==> config.mk <==
export PLATFORM = sky130hd
export DESIGN_NAME = tmr_evt_flags
export DESIGN_NICKNAME = d
export VERILOG_FILES = /design/src/rtl/tmr_evt_flags.sv
export SDC_FILE = /design/constraint.sdc
export NUM_CORES = 1
export LEC_CHECK = 0
export BUFFER_PORTS_ARGS = -buffer_cell sky130_fd_sc_hd__buf_4
export CAP_MARGIN = 10
export CORE_MARGIN = 2
export CORE_UTILIZATION = 40
export DETAILED_ROUTE_END_ITERATION = 16
export PLACE_DENSITY_LB_ADDON = 0.15
export RECOVER_POWER = 50
export SLEW_MARGIN = 30
export SYNTH_ARGS = -nofsm -noshare
export SYNTH_HDL_FRONTEND = slang
export SYNTH_SLANG_ARGS = --single-unit
==> constraint.sdc <==
create_clock -name clk -period 2.2 [get_ports clk]
set_input_delay 0.44 -clock clk [delete_from_list [all_inputs] [get_ports clk]]
set_output_delay 0.44 -clock clk [all_outputs]
set_load 0.01 [all_outputs]
==> src/rtl/tmr_evt_flags.sv <==
module tmr_evt_flags #(
  parameter int AW = 5
) (
  input  logic          clk,
  input  logic          rst_n,
  input  logic          stby,
  input  logic [AW-1:0] addr,
  input  logic          rd,
  input  logic          wr,
  input  logic [7:0]    wdata,
  output logic [7:0]    rdata,
  input  logic [2:0]    cap_a,
  input  logic [2:0]    cap_b,
  output logic [2:0]    irq_a,
  output logic [2:0]    irq_b
);
  localparam int NCH    = 3;
  localparam int A_STA  = 0;
  localparam int A_STB  = 1;
  localparam int A_MODE = 2;
  localparam int A_CNT  = 4;
  localparam int A_GR   = 10;

  logic [15:0] cnt [NCH];
  logic [15:0] gra [NCH];
  logic [15:0] grb [NCH];
  logic [2:0]  sa1, sa2, sa3, sb1, sb2, sb3;
  logic [2:0]  cm_a, cm_b;
  logic [2:0]  fl_a, fl_b, ie_a, ie_b, arm_a, arm_b;
  logic [2:0]  set_a, set_b;
  logic [7:0]  rd_mux;

  wire [2:0] pls_a  = sa2 & ~sa3;
  wire [2:0] pls_b  = sb2 & ~sb3;
  wire       wr_sta = wr && addr == AW'(A_STA);
  wire       wr_stb = wr && addr == AW'(A_STB);
  wire       rd_sta = rd && addr == AW'(A_STA);
  wire       rd_stb = rd && addr == AW'(A_STB);

  assign irq_a = fl_a & ie_a;
  assign irq_b = fl_b & ie_b;

  always_comb begin
    for (int i = 0; i < NCH; i++) begin
      set_a[i] = cm_a[i] ? pls_a[i] : (cnt[i] == gra[i]);
      set_b[i] = cm_b[i] ? pls_b[i] : (cnt[i] == grb[i]);
    end
  end

  always_ff @(posedge clk or negedge rst_n) begin
    if (!rst_n) begin
      {sa1, sa2, sa3} <= '0;
      {sb1, sb2, sb3} <= '0;
    end else begin
      sa1 <= cap_a; sa2 <= sa1; sa3 <= sa2;
      sb1 <= cap_b; sb2 <= sb1; sb3 <= sb2;
    end
  end

  always_ff @(posedge clk or negedge rst_n) begin
    if (!rst_n) begin
      cm_a <= '0;
      cm_b <= '0;
    end else if (wr && addr == AW'(A_MODE)) begin
      cm_a <= wdata[2:0];
      cm_b <= wdata[6:4];
    end
  end

  always_ff @(posedge clk or negedge rst_n) begin
    if (!rst_n) begin
      for (int i = 0; i < NCH; i++) begin
        cnt[i] <= '0;
        gra[i] <= '1;
        grb[i] <= '1;
      end
    end else begin
      for (int i = 0; i < NCH; i++) begin
        cnt[i] <= cnt[i] + 16'd1;
        if (wr && addr == AW'(A_CNT + 2*i))     cnt[i] <= {wdata, cnt[i][7:0]};
        if (wr && addr == AW'(A_CNT + 2*i + 1)) cnt[i] <= {cnt[i][15:8], wdata};
        if (wr && addr == AW'(A_GR + 4*i))      gra[i][15:8] <= wdata;
        if (wr && addr == AW'(A_GR + 4*i + 1))  gra[i][7:0]  <= wdata;
        if (wr && addr == AW'(A_GR + 4*i + 2))  grb[i][15:8] <= wdata;
        if (wr && addr == AW'(A_GR + 4*i + 3))  grb[i][7:0]  <= wdata;
        if (cm_a[i] && pls_a[i]) gra[i] <= cnt[i];
        if (cm_b[i] && pls_b[i]) grb[i] <= cnt[i];
      end
    end
  end

  always_ff @(posedge clk or negedge rst_n) begin
    if (!rst_n) begin
      {fl_a, ie_a, arm_a} <= '0;
      {fl_b, ie_b, arm_b} <= '0;
    end else if (stby) begin
      {fl_a, ie_a, arm_a} <= '0;
      {fl_b, ie_b, arm_b} <= '0;
    end else begin
      if (wr_sta) ie_a <= wdata[6:4];
      if (wr_stb) ie_b <= wdata[6:4];
      fl_a  <= (fl_a & ~(wr_sta ? (arm_a & ~wdata[2:0]) : 3'b0)) | set_a;
      fl_b  <= (fl_b & ~(wr_stb ? (arm_b & ~wdata[2:0]) : 3'b0)) | set_b;
      arm_a <= wr_sta ? 3'b0 : (rd_sta ? (arm_a | fl_a) : arm_a);
      arm_b <= wr_stb ? 3'b0 : (rd_stb ? (arm_b | fl_b) : arm_b);
    end
  end

  always_comb begin
    rd_mux = 8'h00;
    if (addr == AW'(A_STA))  rd_mux = {1'b1, ie_a, 1'b1, fl_a};
    if (addr == AW'(A_STB))  rd_mux = {1'b1, ie_b, 1'b1, fl_b};
    if (addr == AW'(A_MODE)) rd_mux = {1'b0, cm_b, 1'b0, cm_a};
    for (int i = 0; i < NCH; i++) begin
      if (addr == AW'(A_CNT + 2*i))     rd_mux = cnt[i][15:8];
      if (addr == AW'(A_CNT + 2*i + 1)) rd_mux = cnt[i][7:0];
      if (addr == AW'(A_GR + 4*i))      rd_mux = gra[i][15:8];
      if (addr == AW'(A_GR + 4*i + 1))  rd_mux = gra[i][7:0];
      if (addr == AW'(A_GR + 4*i + 2))  rd_mux = grb[i][15:8];
      if (addr == AW'(A_GR + 4*i + 3))  rd_mux = grb[i][7:0];
    end
  end

  always_ff @(posedge clk or negedge rst_n) begin
    if (!rst_n)  rdata <= 8'h00;
    else if (rd) rdata <= rd_mux;
  end

  AST_STBY_INIT: assert property (@(posedge clk) disable iff (!rst_n)
    stby |=> (fl_a == 3'b0 && fl_b == 3'b0 && irq_a == 3'b0 && irq_b == 3'b0));
  AST_UNARMED_A_HOLDS: assert property (@(posedge clk) disable iff (!rst_n)
    !stby |=> (($past(fl_a & ~arm_a) & ~fl_a) == 3'b0));
  AST_UNARMED_B_HOLDS: assert property (@(posedge clk) disable iff (!rst_n)
    !stby |=> (($past(fl_b & ~arm_b) & ~fl_b) == 3'b0));
  AST_SET_WINS_A: assert property (@(posedge clk) disable iff (!rst_n)
    !stby |=> (($past(set_a) & ~fl_a) == 3'b0));
  AST_SET_WINS_B: assert property (@(posedge clk) disable iff (!rst_n)
    !stby |=> (($past(set_b) & ~fl_b) == 3'b0));
  AST_NO_SW_SET: assert property (@(posedge clk) disable iff (!rst_n)
    1'b1 |=> (((fl_a & ~$past(fl_a) & ~$past(set_a)) | (fl_b & ~$past(fl_b) & ~$past(set_b))) == 3'b0));
  AST_CAP_SINGLE: assert property (@(posedge clk) disable iff (!rst_n)
    (|(pls_a | pls_b)) |=> (((pls_a | pls_b) & $past(pls_a | pls_b)) == 3'b0));
endmodule

* Word level (Yosys, flattened, before mapping)
Cells that the tools add are included.
** Word-level totals
- Bits in registers :: 194
- Input bits :: 24
- Logic and storage cells :: 193
** Cells by class
- $add $sub $neg :: 3
- Eq/ne operators :: 29
- Mux-type cells :: 65
- Bitwise logic cells :: 17
- Reduce and logical (&&, ||, !) cells :: 46
** Operators by type and width (count)
- 8-bit two-way mux :: 36
- 16-bit two-way mux :: 9
- 16-bit == test :: 6
- 16-bit by 1-bit adder with 16-bit output, second input constant :: 3
- 3-bit two-way mux :: 14
- 5-bit by 4-bit == test with 1-bit output, second input constant :: 8
- 5-bit == test, second input constant :: 6
- 1-bit logical AND :: 29
- 2-bit nonzero test :: 14
- 3-bit AND :: 8
- 5-bit by 3-bit == test with 1-bit output, second input constant :: 4
- 3-bit NOT :: 5
- 3-bit bitwise OR :: 4
- 1-bit two-way mux :: 6
- 2-bit by 1-bit != test with 1-bit output, second input constant :: 3
- 3-bit nonzero test :: 2
- 5-bit by 1-bit == test with 1-bit output, second input constant :: 1
- 5-bit by 2-bit == test with 1-bit output, second input constant :: 1
- 5-bit logical NOT :: 1

* Longest topological paths before layout
Gate-level depths: netlist of run 1.
- Word-level depth :: 22
- Gate-level depth with buffers :: 10
- Mapped depth without buffers :: 7

* Worst setup path after synthesis of run 1
No wires, ideal clock.
- Kind :: input to register
- Start point :: input port addr[0]
- End point :: register rdata[2]
- Arrival :: 2087 ps
- Data required time :: 2077 ps
- Path slack :: -10 ps
- Cell stages on the path :: 8
- Path buffers :: 2
- Cell sequence :: buf_6 -> nor2b_4 -> and3_4 -> buf_6 -> a222oi_1 -> nand3_1 -> or4_1 -> o221a_1
** On the way
- Word-level cells in the longest chain between the ends :: 22
** RTL lines
- from (decl) :: RTL line 7 : input logic [AW-1:0] addr,
- 5-bit logical NOT :: RTL line 111 : if (addr == AW'(A_STA)) rd_mux = {1'b1, ie_a, 1'b1, fl_a};
- 8-bit two-way mux :: RTL line 111
- 8-bit two-way mux :: RTL line 112 : if (addr == AW'(A_STB)) rd_mux = {1'b1, ie_b, 1'b1, fl_b};
- 8-bit two-way mux :: RTL line 113 : if (addr == AW'(A_MODE)) rd_mux = {1'b0, cm_b, 1'b0, cm_a};
- 8-bit two-way mux :: RTL line 115 : if (addr == AW'(A_CNT + 2*i)) rd_mux = cnt[i][15:8];
- 8-bit two-way mux :: RTL line 116 : if (addr == AW'(A_CNT + 2*i + 1)) rd_mux = cnt[i][7:0];
- 8-bit two-way mux :: RTL line 117 : if (addr == AW'(A_GR + 4*i)) rd_mux = gra[i][15:8];
- 8-bit two-way mux :: RTL line 118 : if (addr == AW'(A_GR + 4*i + 1)) rd_mux = gra[i][7:0];
- [6 not listed]
- 8-bit two-way mux :: RTL line 119 : if (addr == AW'(A_GR + 4*i + 2)) rd_mux = grb[i][15:8];
- 8-bit two-way mux :: RTL line 120 : if (addr == AW'(A_GR + 4*i + 3)) rd_mux = grb[i][7:0];
- 8-bit two-way mux :: RTL line 115
- 8-bit two-way mux :: RTL line 116
- 8-bit two-way mux :: RTL line 117
- 8-bit two-way mux :: RTL line 118
- 8-bit two-way mux :: RTL line 119
- 8-bit two-way mux (*) :: RTL line 120
- to (signal assigned) :: RTL line 126 : else if (rd) rdata <= rd_mux;
- to (decl) :: RTL line 11 : output logic [7:0] rdata,
Mark *: on every way between the ends. The rest lies on a longest branch, timed or not.
A chain may end at the register's enable or synchronous reset.

* Worst setup path in the final report of run 1
- Start point :: register cnt[33] (netlist name)
- End point :: register cnt[44] (netlist name)
** On the way
- Word-level cells in the longest chain between the ends :: 2
** RTL lines
- from (decl) :: RTL line 24 : logic [15:0] cnt [NCH];
- from (signal, indexed assignment) :: RTL line 79 : cnt[i] <= cnt[i] + 16'd1;
- from (signal, indexed assignment) :: RTL line 80 : if (wr && addr == AW'(A_CNT + 2*i)) cnt[i] <= {wdata, cnt[i][7:0]};
- from (signal, indexed assignment) :: RTL line 81 : if (wr && addr == AW'(A_CNT + 2*i + 1)) cnt[i] <= {cnt[i][15:8], wdata};
- 16-bit by 1-bit adder with 16-bit output :: RTL line 79
- 16-bit two-way mux :: RTL line 80
Every way passes these cells. The select of a mux whose other input is x is not followed.

==> impl.org, run 1 <==
** Run status
- Run status :: complete, no violations

** Floorplan
- The floorplan has 64 rows.
- The floorplan step defined a core boundary enclosing 0.0307 mm^2.
- Initial cell density of the core :: 40.6%
- Vertical extent of the die :: 180 um
- The die covers 0.0326 mm^2.
- For this design the top-level I/O count stands at 38.
- Horiz. Die Dim :: 180 um

** Final layout
- Final Non-Filler Cells :: 1944
- Compared with the post-synthesis result, the final layout area differs by 17.8%.
- Antenna Diode Count :: 0
- In the final design database the tool counted 1563 nets.
- Of the cells placed in the final design, the portion with a size suffix greater than 1 is 23.7%.
- Multi-input gate area in the final layout :: 0.00686 mm^2
- Number of filler cells placed in the layout :: 3004
- Seq. cell area :: 0.00497 mm^2

** Synthesis
- Number of storage elements in the synthesis netlist :: 194
- Yosys mapped a number of flops with a built-in enable equal to 0.
- Portion of synthesized cell area occupied by the leading cell type :: 20.2%
- Fraction of registers with async set/reset :: 100%
- Post-synthesis cell type with the largest combined area :: sky130_fd_sc_hd__dfstp_2
- Nets in the synthesized netlist :: 1467
- Number of standard cells after synthesis :: 1440
- Mean instance size in the synthesized netlist :: 8.65 um^2
- Warnings from Yosys :: 0
- In this run, distinct cell masters in the synthesized netlist total 73.
- Part of the Yosys area used for sequential elements :: 39.9%
- The mapped netlist covers 0.0125 mm^2.
- Ranked by total cell area, the synthesized netlist is headed by sky130_fd_sc_hd__dfstp_2 20%, sky130_fd_sc_hd__dfrtp_1 20%, sky130_fd_sc_hd__mux2i_1 8.1%.
- Predominant post-synthesis flop cell :: sky130_fd_sc_hd__dfrtp_1
- Most frequent cells after synthesis :: 159 x sky130_fd_sc_hd__nor2_1, 156 x sky130_fd_sc_hd__a21oi_1, 119 x sky130_fd_sc_hd__clkbuf_1, 101 x sky130_fd_sc_hd__mux2i_1, 99 x sky130_fd_sc_hd__nand2_1
- In the post-synthesis netlist, the cell with the most instances is sky130_fd_sc_hd__nor2_1.

** Power and ir drop
- Leakage power figure :: 6.45 nW
- Power spread over the standard cell area amounts to 1080 mW/mm^2.
- Worst IR Drop VDD :: 0.000575 V

** Worst setup path
- The worst setup path is captured at a register.
- Max incr delay on CP :: 0.49 ns
- Cells along the critical path :: ha_1 > and3_1 > nand3_1 > nor2_1 > buf_4 > a41oi_1 > o21ai_0 > o311ai_0
- The largest individual stage delay along the critical path comes from the cell sky130_fd_sc_hd__dfrtp_1.
- In this run the worst path has a maximum fanout of 6.
- Data arrival time of the worst path :: 2.30 ns
- By startpoint and endpoint, the worst setup path is classified as register to register.
- STA classifies the critical path startpoint as a register.
- STA puts the critical path data required time at 2.50 ns.

** STA
- The number of failing hold endpoints at the final stage is 0.
- Final setup violation count :: 0
- Max-slew violation count :: 0
- Setup repair after global routing left no endpoint under its margin.
- After layout, the minimum clock period comes to 1.99 ns.
- Clock skew on the completed layout was measured at 0.0121 ns.
- Share of the clock period used by the worst path :: 90.6%
- Slew headroom :: 29.1%
- Pin slew with the least headroom to its limit :: 1.06 ns
- Timing would allow up to 502 MHz.
- The tightest hold path in the finished design has a slack of 0.109 ns.

** CTS
- Number of buffers on the longest clock path :: 2
- The H-tree generated during clock tree synthesis spans 4 levels.
- The tree is rooted in a sky130_fd_sc_hd__clkbuf_16.
- For the worst-skew pair, the clock arrives at the later sink with an insertion delay of 0.45 ns.
- TritonCTS clock tree :: built
- CTS saw 194 sinks.
- After clock tree synthesis, the clock-pin slew on the worst setup and hold paths is 0.08 ns.
- Counting the buffers created by CTS gives 17.

** GRT
- The initial antenna violation count is 1.
- Global routing usage summed across all routing layers :: 28.8%
- The first global-routing pass estimated 71100 um of wire.
- Number of global-route vias before repair :: 11100
- After global routing the overflow that remains totals 0.
- Largest net degree at the start of global routing :: 56

** Route
- Using the TritonRoute via totals, the vias-per-cell ratio works out to 6.02.
- The first detailed-routing pass ran for 7 iterations.
- The first routing iteration left 1168 violations.
- Number of routed nets with antenna violations :: 0
- Dividing the detail-routed wire length by the instance count gives 24.0 um.
- The final route contains 11700 vias.
- After detailed routing, the number of remaining DRC violations is 0.
- Routed Wire Length :: 46700 um

** Flow run
- Across the run, the number of max-cap violations was 0.

** Placement
- Once detailed placement completed, the half-perimeter wirelength came to 33300 um.
- Total instance count after detailed placement :: 1912
- Buffers on Ports :: 37
- The congestion estimate from routability-driven global placement came to 0.976.

** Hold path
- The tightest min-delay check is of the input port to register type.
## flip-flops by register name (all words and copies together), names as in the netlist, 8 cells and up
| signal | cells |
|---|---|
| cnt | 48 |
| gra | 48 |
| grb | 48 |
| rdata | 8 |
## layout make-up
| class | instances | area share (%) |
|---|---|---|
| well taps | 396 | 3.38 |
| repair buffers | 224 | 11.7 |
| clock buffers | 21 | 3.21 |
| inverters | 11 | 0.281 |
| flip-flops and latches | 194 | 33.9 |
| multi-input cells | 1088 | 46.7 |
| clock inverters | 10 | 0.844 |
## report_power, final
part / switching (mW) / internal (mW)
combinational: 2.58 / 2.41
clock: 1.50 / 1.78
sequential: 2.04 / 5.47
total: 6.12 / 9.67
## routing by layer
layer,vias up,global-route usage (%),part of all wire (%)
li1,5373,-,-
met3,80,4.83,6.8
met5,-,0,0.019
met4,2,9.90,3.1
met1,5799,41.6,46
met2,451,43.7,44
## worst max-delay path, delay by kind of cell (launching register included)
kind / cells / cell delay, ns
AOI/OAI and AO/OA: 3 / 0.43
adders and majority gates: 1 / 0.23
buffers and inverters: 1 / 0.16
DFF: 1 / 0.49
and+or+nand+nor: 3 / 0.54
## kinds of logic (layout without fill, tap and decap cells)
kind of cell               count (synthesis)  after routing  synth area share (%)
xor gates and xnor gates                  96             96                  6.75
buffers and inverters                    158            266                  5.12
and+or+nand+nor                          488            488                  19.4
DFF                                      194            194                  39.9
AOI/OAI and AO/OA                        389            389                  19.3
muxes                                    112            112                  9.20
adders and majority gates                  3              3                 0.301
## final timing paths
| path | start | to | slack (ns) | depth (start not counted) |
|---|---|---|---|---|
| min | cap_b[2] | sb1[2]$_DFF_PN0_ | 0.11 | 1 |
| max reg2reg | cnt[33]$_DFFE_PN0P_ | cnt[44]$_DFFE_PN0N_ | 0.21 | 8 |
| min reg2reg | sa1[0]$_DFF_PN0_ | sa2[0]$_DFF_PN0_ | 0.35 | 0 |
| min in group asynchronous | rst_n | ie_b[1]$_DFFE_PN0P_ | 0.52 | 2 |
| max | cnt[33]$_DFFE_PN0P_ | cnt[44]$_DFFE_PN0N_ | 0.21 | 8 |
| max in group asynchronous | rst_n | cnt[30]$_DFFE_PN0N_ | 0.31 | 3 |
## cell usage in the layout (no fill, tap or decap), types with 34 or more instances in the layout
master	count
sky130_fd_sc_hd__o21ai_0	78
sky130_fd_sc_hd__nand2_1	99
sky130_fd_sc_hd__xor2_1	84
sky130_fd_sc_hd__dfrtp_1	98
sky130_fd_sc_hd__dfstp_2	96
sky130_fd_sc_hd__nor2_1	158
sky130_fd_sc_hd__a21oi_1	156
sky130_fd_sc_hd__buf_4	199
sky130_fd_sc_hd__nand3_1	34
sky130_fd_sc_hd__mux2i_1	101
sky130_fd_sc_hd__nor3_1	37
## per-stage QoR
step	worst slack [ns]	power [mW]	instance area, um^2	utilization [%]	setup TNS (ns)
floorplan	0.0118	10.1	12500	-	0
global placement	-0.122	12.4	14100	46.1	-0.455
detailed placement	-0.129	12.4	14100	46.1	-0.900
CTS	0.156	15.8	14800	48.1	0
global route	0.0370	16.6	14700	47.9	0
finish	0.206	15.8	14700	47.9	0
## what timing repair did
item                       in CTS  in global routing
hold endpoints to repair       29                  0
gates resized for setup         0                  1
setup endpoints to repair       0                  1
setup buffers                   0                  0
hold buffers                    1                  0
Note: power is estimated with default switching activity, not from simulation.
==> run 2, diff against run 1 <==
--- a/config.mk
+++ b/config.mk
@@ -10,7 +10,7 @@
 export CORE_MARGIN = 2
 export CORE_UTILIZATION = 40
 export DETAILED_ROUTE_END_ITERATION = 16
-export PLACE_DENSITY_LB_ADDON = 0.15
+export PLACE_DENSITY = 0.67
 export RECOVER_POWER = 50
 export SLEW_MARGIN = 30
 export SYNTH_ARGS = -nofsm -noshare
==> impl.org, run 2 (same netlist as run 1, synthesis figures left out) <==
** Run status
- Run status :: complete, no violations (unchanged)

** Power and ir drop
- Post-layout total power :: 15.7 mW (was 15.8 mW)
- The leakage power was 6.57 nW (was 6.45 nW).
- Worst IR Drop VDD :: 0.000583 V (was 0.000575 V)
- The ratio of total power to cell area came to 1060 mW/mm^2 (was 1080 mW/mm^2).

** Floorplan
- Horiz. Die Dim :: 180 um (unchanged)
- Die ar. :: 0.0326 mm^2 (unchanged)
- Number of core rows :: 64 (unchanged)
- The effective utilization at floorplan was 40.6% (unchanged).
- Core area :: 0.0307 mm^2 (unchanged)
- The vertical die dimension is 180 um (unchanged).
- Total I/O pin count :: 38 (unchanged)

** GRT
- The initial antenna violation count came to 0 (was 1).
- Wire length of the first global-routing pass :: 70800 um (was 71100 um)
- The number of global-route vias before repair is 11500 (was 11100).
- The maximum number of pins on one net before global-route repair came to 48 (was 56).
- The total congestion overflow after global routing came to 0 (unchanged).
- The global router's overall resource usage came to 28.2% (was 28.8%).

** Final layout
- Post-route core utilization :: 48.6% (was 47.9%)
- Number of filler cells placed in the layout :: 2933 (was 3004)
- Most common cell after layout, fill and taps aside :: sky130_fd_sc_hd__buf_4 (unchanged)
- The layout cell share with drive strength beyond 1 came to 25.2% (was 23.7%).
- The total non-filler cell area in the finished layout was 0.0149 mm^2 (was 0.0147 mm^2).
- Highest-count cells in the layout ignoring fill and taps :: 209 x sky130_fd_sc_hd__buf_4, 158 x sky130_fd_sc_hd__nor2_1, 156 x sky130_fd_sc_hd__a21oi_1 (was 199 x sky130_fd_sc_hd__buf_4, 158 x sky130_fd_sc_hd__nor2_1, 156 x sky130_fd_sc_hd__a21oi_1)
- The final antenna diode count is 0 (unchanged).
- The signed area change from the synthesized netlist to the final layout came to 19.7% (was 17.8%).
- Registers with the highest flip-flop counts: cnt x48, gra x48, grb x48 (unchanged).
- Number of nets in the finished design :: 1575 (was 1563)
- The post-route non-filler standard cell count is 1957 (was 1944).

** Placement
- The count of port buffers added during placement was 37 (unchanged).
- Global placement routability congestion :: 0.982 (was 0.976)
- Total instance count after detailed placement :: 1924 (was 1912)
- Post-place setup slack :: -0.198 ns (was -0.129 ns)
- The post-place instance area is 0.0144 mm^2 (was 0.0141 mm^2).
- The detailed placer's ending HPWL came to 33200 um (was 33300 um).

** STA
- The portion of the clock cycle consumed by the worst path in the final layout was 91.4% (was 90.6%).
- The number of pins with negative max-slew slack in the final report is 0 (unchanged).
- Pin slew with the least headroom to its limit :: 1.35 ns (was 1.06 ns)
- Total negative slack :: 0 ns (unchanged)
- The slack of the critical path came to 0.190 ns (was 0.206 ns).
- Clock tree skew after final layout :: 0.0172 ns (was 0.0121 ns)
- Number of endpoints with negative hold slack in the final report :: 0 (unchanged)
- Final setup violation count :: 0 (unchanged)
- RSZ-0062 raised after global routing: false (unchanged).
- The final critical-path required period came to 2.01 ns (was 1.99 ns).
- The maximum clock rate is 497 MHz (was 502 MHz).
- The post-route worst hold slack was 0.108 ns (was 0.109 ns).
- The relative slew slack came to 10.3% (was 29.1%).

** Flow run
- The number of max-cap violations was 0 (unchanged).

** CTS
- Maximum level of the CTS H-tree :: 4 (unchanged)
- The number of buffers added by the clock tree synthesis step was 17 (unchanged).
- The number of clock sinks came to 194 (unchanged).
- Number of buffers on the longest clock path :: 2 (unchanged)
- Clock slew at the register clock pins of the worst setup and hold paths :: 0.08 ns (about the same)
- The clock tree root buffer cell is sky130_fd_sc_hd__clkbuf_16 (unchanged).
- The clock tree from TritonCTS was built (unchanged).
- Insertion delay to the later sink of the worst-skew pair :: 0.46 ns (was 0.45 ns)
- The post-CTS setup buffer count is 0 (unchanged).

** Worst setup path
- Kind of capture point of the worst setup path :: register (unchanged)
- The kind of start point of the critical path is a register (unchanged).
- Reg-to-reg endpoint :: rdata[2]$_DFFE_PN0P_ (was cnt[44]$_DFFE_PN0N_)
- Path depth of the worst reg2reg path :: 4 (was 8)
- Worst setup path category :: register to register (unchanged)
- The internal reg-to-reg setup slack came to 0.19 ns (was 0.21 ns).
- The reg-to-reg startpoint is cnt[42]$_DFFE_PN0N_ (was cnt[33]$_DFFE_PN0P_).
- The required time at the endpoint of the critical path came to 2.61 ns (was 2.50 ns).
- The top fanout value on the critical path is 12 (was 6).
- The data arrival time of the worst path is 2.42 ns (was 2.30 ns).

** Route
- Number of remaining DRC errors :: 0 (unchanged)
- The via count is 12100 (was 11700).
- The average detailed-routed wire length per instance was 23.5 um (was 24.0 um).
- The number of detailed-route iterations in the first pass came to 6 (was 7).
- Via-per-instance ratio :: 6.18 (was 6.02)
- The remaining number of nets flagged by the antenna check after routing was 0 (unchanged).
- DRC marker count from the first detailed-route iteration :: 1598 (was 1168)
- Routed Wire Length :: 46000 um (was 46700 um)

** Hold path
- Hold path startpoint :: cap_b[1] (was cap_b[2])
- The cell count of the worst hold path is 1 (unchanged).
- The class of the most critical hold timing path is input port to register (unchanged).
- Endpoint with the worst hold slack :: sb1[1]$_DFF_PN0_ (was sb1[2]$_DFF_PN0_)
[run 2: cell count changes in the layout (fill, tap and decap cells not counted), sizes merged]
cell      delta
buf         +21
clkbuf      -13
clkinv       -3
bufinv       -1
clkinvlp     +5
inv          +4
[run 2: how the worst max path moves through the flow]
stage / start / endpoint / slack (ns) / cells after the start
global route: cnt[32]$_DFFE_PN0P_ / cnt[44]$_DFFE_PN0N_ / 0.03 / 7
global placement: addr[3] / rdata[0]$_DFFE_PN0P_ / -0.25 / 9
CTS: cnt[32]$_DFFE_PN0P_ / cnt[44]$_DFFE_PN0N_ / 0.16 / 7
finish: cnt[42]$_DFFE_PN0N_ / rdata[2]$_DFFE_PN0P_ / 0.19 / 4
floorplan: addr[0] / rdata[2]$_DFFE_PN0P_ / 0.01 / 8
detailed placement: addr[3] / rdata[0]$_DFFE_PN0P_ / -0.20 / 9
[run 2: area by class of cell]
| class | instances | area, um^2 | area share, % |
|---|---|---|---|
| tap | 396 | 495 | 3.32 |
| clock buffer | 17 | 425 | 2.85 |
| inverter | 11 | 41.3 | 0.277 |
| multi-input combinational | 1088 | 6870 | 46.0 |
| timing repair buffer | 236 | 1960 | 13.2 |
| sequential | 194 | 4970 | 33.4 |
| clock inverter | 15 | 148 | 0.990 |
[run 2: layer usage]
layer  up-vias  global-route usage [%]  routed length (um)
met5         -                       0                   0
met4         0                    11.0                1630
met3       102                    3.48                3640
met2       622                    43.7               20900
met1      5984                    40.1               19800
li1       5396                       -                   -
[run 2: report_power, final]
part | internal [mW] | switching [mW] | leakage [nW] | total (mW)
Combinational | 2.48 | 2.65 | 4.09 | 5.13
Sequential | 5.47 | 2.02 | 2.22 | 7.49
Clock | 1.59 | 1.54 | 0.267 | 3.13
Total | 9.54 | 6.21 | 6.57 | 15.7
[run 2: timing repair]
| action | in CTS | in global routing |
|---|---|---|
| endpoints found under the setup margin | 0 | 3 |
| hold buffers | 1 | 0 |
| endpoints found under the hold margin | 13 | 0 |
| resized for setup | 0 | 1 |
[run 2: critical path, stage by stage, from the launching register on]
cell                       delay [ns]
sky130_fd_sc_hd__dfrtp_1         0.77
sky130_fd_sc_hd__o22ai_1         0.20
sky130_fd_sc_hd__a22o_1          0.29
sky130_fd_sc_hd__a221oi_1        0.43
sky130_fd_sc_hd__o221a_1         0.26
==> run 3, diff against run 2 <==
--- a/config.mk
+++ b/config.mk
@@ -8,10 +8,10 @@
 export BUFFER_PORTS_ARGS = -buffer_cell sky130_fd_sc_hd__buf_4
 export CAP_MARGIN = 10
 export CORE_MARGIN = 2
-export CORE_UTILIZATION = 40
+export CORE_UTILIZATION = 30
 export DETAILED_ROUTE_END_ITERATION = 16
-export PLACE_DENSITY = 0.67
-export RECOVER_POWER = 50
+export PLACE_DENSITY = 0.56
+export RECOVER_POWER = 25
 export SLEW_MARGIN = 30
 export SYNTH_ARGS = -nofsm -noshare
 export SYNTH_HDL_FRONTEND = slang
==> impl.org, run 3 (same netlist as run 1, synthesis figures left out) <==
** Floorplan
- Total I/O pin count :: 38 (unchanged)
- The floorplan die width came to 208 um (was 180 um).
- Die ar. :: 0.0432 mm^2 (was 0.0326 mm^2)
- Core area :: 0.0409 mm^2 (was 0.0307 mm^2)
- Number of core rows :: 74 (was 64)
- Vertical extent of the die :: 208 um (was 180 um)
- The effective utilization at floorplan is 30.4% (was 40.6%).

** STA
- The final critical-path required period is 2.08 ns (was 2.01 ns).
- Worst Hold Margin :: 0.0910 ns (was 0.108 ns)
- RSZ-0062 raised after global routing :: false (unchanged)
- The maximum clock rate was 481 MHz (was 497 MHz).
- Pin slew with the least headroom to its limit :: 0.837 ns (was 1.35 ns)
- The final clock skew came to 0.0136 ns (was 0.0172 ns).
- Max-slew violation count :: 0 (unchanged)
- Slew headroom :: 44.2% (was 10.3%)
- Final setup violation count :: 0 (unchanged)
- Share of the clock period used by the worst path :: 94.5% (was 91.4%)
- Final setup margin :: 0.121 ns (was 0.190 ns)
- Number of endpoints with negative hold slack in the final report :: 0 (unchanged)

** CTS
- The maximum number of buffers from clock root to sink came to 2 (unchanged).
- Clk root buf :: sky130_fd_sc_hd__clkbuf_16 (unchanged)
- The clock slew at the register clock pins of the worst setup and hold paths was 0.08 ns (about the same).
- The number of H-tree levels is 4 (unchanged).
- The number of buffers added by the clock tree synthesis step is 17 (unchanged).
- Insertion delay to the later sink of the worst-skew pair :: 0.48 ns (was 0.46 ns)
- The post-CTS setup buffer count was 0 (unchanged).
- Num Clock Sinks :: 194 (unchanged)
- TritonCTS clock tree :: built (unchanged)

** Worst setup path
- The worst reg2reg path depth is 6 (was 4).
- Beginning of the worst register-to-register path :: cnt[40]$_DFFE_PN0N_ (was cnt[42]$_DFFE_PN0N_)
- Crit. Startpoint :: cnt[40]$_DFFE_PN0N_ (was cnt[42]$_DFFE_PN0N_)
- CP required :: 2.56 ns (was 2.61 ns)
- The kind of start point of the critical path is a register (unchanged).
- The endpoint type of the worst setup path is a register (unchanged).
- The capture point of the critical path was rdata[0]$_DFFE_PN0P_ (was rdata[2]$_DFFE_PN0P_).
- Max incr delay on CP :: 0.49 ns (was 0.77 ns)
- Data arrival time of the worst path :: 2.44 ns (was 2.42 ns)
- Minimum setup slack among reg-to-reg paths :: 0.12 ns (was 0.19 ns)
- Critical path's slowest cell :: sky130_fd_sc_hd__a221oi_1 (was sky130_fd_sc_hd__dfrtp_1)
- Reg-to-reg endpoint :: rdata[0]$_DFFE_PN0P_ (was rdata[2]$_DFFE_PN0P_)
- The type of the setup path with the least slack was register to register (unchanged).
- Cells along the critical path :: buf_4 > o22ai_1 > a21boi_0 > a221oi_1 > o221ai_1 > o2bb2ai_1 (was o22ai_1 > a22o_1 > a221oi_1 > o221a_1)
- The top fanout value on the critical path came to 5 (was 12).

** Power and ir drop
- The ratio of total power to cell area is 1050 mW/mm^2 (was 1060 mW/mm^2).
- Worst IR Drop VDD :: 0.000603 V (was 0.000583 V)
- Leakage power figure :: 6.49 nW (was 6.57 nW)

** Final layout
- Number of nets in the finished design :: 1564 (was 1575)
- The total non-filler cell area in the finished layout came to 0.0149 mm^2 (about the same).
- Seq. cell area :: 0.00497 mm^2 (unchanged)
- Final Non-Filler Cells :: 2082 (was 1957)
- Antenna Diode Count :: 0 (unchanged)
- Fraction of layout instances using a drive strength above 1 :: 24.5% (was 25.2%)
- Area growth from synthesis to final layout :: 20.0% (was 19.7%)
- The most common cell after layout, fill and taps aside was sky130_fd_sc_hd__buf_4 (unchanged).
- Multi-input gate area in the final layout :: 0.00688 mm^2 (was 0.00687 mm^2)
- Post-route core utilization :: 36.5% (was 48.6%)
- Highest-count cells in the layout ignoring fill and taps: 200 x sky130_fd_sc_hd__buf_4, 156 x sky130_fd_sc_hd__nor2_1, 156 x sky130_fd_sc_hd__a21oi_1 (was 209 x sky130_fd_sc_hd__buf_4, 158 x sky130_fd_sc_hd__nor2_1, 156 x sky130_fd_sc_hd__a21oi_1).
- The number of filler instances in the final layout came to 4181 (was 2933).
- Registers with the highest flip-flop counts: cnt x48, gra x48, grb x48 (unchanged).

** GRT
- The global-route wire length before repair is 72200 um (was 70800 um).
- The initial antenna violation count was 0 (unchanged).
- The total congestion overflow after global routing is 0 (unchanged).
- Global routing usage summed across all routing layers :: 21.9% (was 28.2%)
- Number of global-route vias before repair :: 11300 (was 11500)
- Largest net degree at the start of global routing :: 56 (was 48)

** Route
- The iteration-0 DRC count of the detailed router came to 1248 (was 1598).
- The number of detailed-route iterations in the first pass was 6 (unchanged).
- Vias after detailed routing :: 11700 (was 12100)
- Routed length per placed instance :: 22.9 um (was 23.5 um)
- Number of remaining DRC errors :: 0 (unchanged)
- Routed Wire Length :: 47700 um (was 46000 um)
- The via density per instance came to 5.60 (was 6.18).
- The remaining number of nets flagged by the antenna check after routing came to 0 (unchanged).

** Run status
- Run status: complete, no violations (unchanged).

** Placement
- The pre-CTS setup slack is -0.306 ns (was -0.198 ns).
- The placer's final routability congestion estimate came to 0.954 (was 0.982).
- Buffers on Ports :: 37 (unchanged)
- Detailed Place HPWL :: 34300 um (was 33200 um)
- The post-place instance area is 0.0144 mm^2 (about the same).
- The number of cells in the design after placement was 2049 (was 1924).

** Hold path
- Worst hold path class :: input port to register (unchanged)

** Flow run
- Max Cap Viol :: 0 (unchanged)
## run 3: cell types whose count changed in the layout (fill, tap and decap cells not counted), moves of 2 or more
cell	change
sky130_fd_sc_hd__clkinvlp_4	-2
sky130_fd_sc_hd__clkinv_4	+4
sky130_fd_sc_hd__nor2_1	-2
sky130_fd_sc_hd__clkbuf_1	+5
sky130_fd_sc_hd__buf_12	-3
sky130_fd_sc_hd__clkbuf_2	-2
sky130_fd_sc_hd__buf_6	-2
sky130_fd_sc_hd__buf_4	-9
sky130_fd_sc_hd__inv_6	-2
## run 3: repair_timing
item                       4_1_cts  5_1_grt
setup endpoints to repair        0        4
hold endpoints to repair        25        0
resized for setup                0        5
hold buffers                     1        0
## run 3: stage by stage
| step | TNS, ns | power (mW) |
|---|---|---|
| after floorplan | 0 | 10.1 |
| after global placement | -1.17 | 12.4 |
| after detailed placement | -1.33 | 12.5 |
| after CTS | 0 | 15.6 |
| after global routing | 0 | 16.5 |
| final | 0 | 15.6 |
## run 3: report_power, final
part           internal, mW  total, mW  switching (mW)
Sequential             5.47       7.52            2.05
Combinational          2.43       5.05            2.62
Clock                  1.49       3.08            1.59
## run 3: worst min path at each step
stage	start	endpoint	slack [ns]	depth (start not counted)
floorplan	rst_n	arm_a[0]$_DFFE_PN0P_	0.14	0
global placement	sa1[1]$_DFF_PN0_	sa2[1]$_DFF_PN0_	0.33	0
detailed placement	sb1[1]$_DFF_PN0_	sb2[1]$_DFF_PN0_	0.33	0
CTS	cap_b[2]	sb1[2]$_DFF_PN0_	0.05	1
global route	cap_b[2]	sb1[2]$_DFF_PN0_	0.08	1
finish	cap_b[2]	sb1[2]$_DFF_PN0_	0.09	1
## run 3: cell type report
class	instances	share of cell area (%)
multi-input combinational	1088	46.0
sequential	194	33.3
timing repair buffer	225	12.2
tap	532	4.45
clock buffer	18	2.87
clock inverter	14	0.846
inverter	11	0.276
## run 3: critical path: cells and delay by family, from the launching register on
family / cells / cell delay (ns)
buffers and inverters: 1 / 0.20
DFF: 1 / 0.45
AOI/OAI and AO/OA: 5 / 1.30
## run 3: layer usage
layer | wire, um | part of all wire (%) | GRT usage, %
met5 | 0 | 0 | 0
met4 | 1250 | 2.6 | 7.75
met3 | 2830 | 5.9 | 3.01
met2 | 22000 | 46 | 34.7
met1 | 21700 | 45 | 30.6
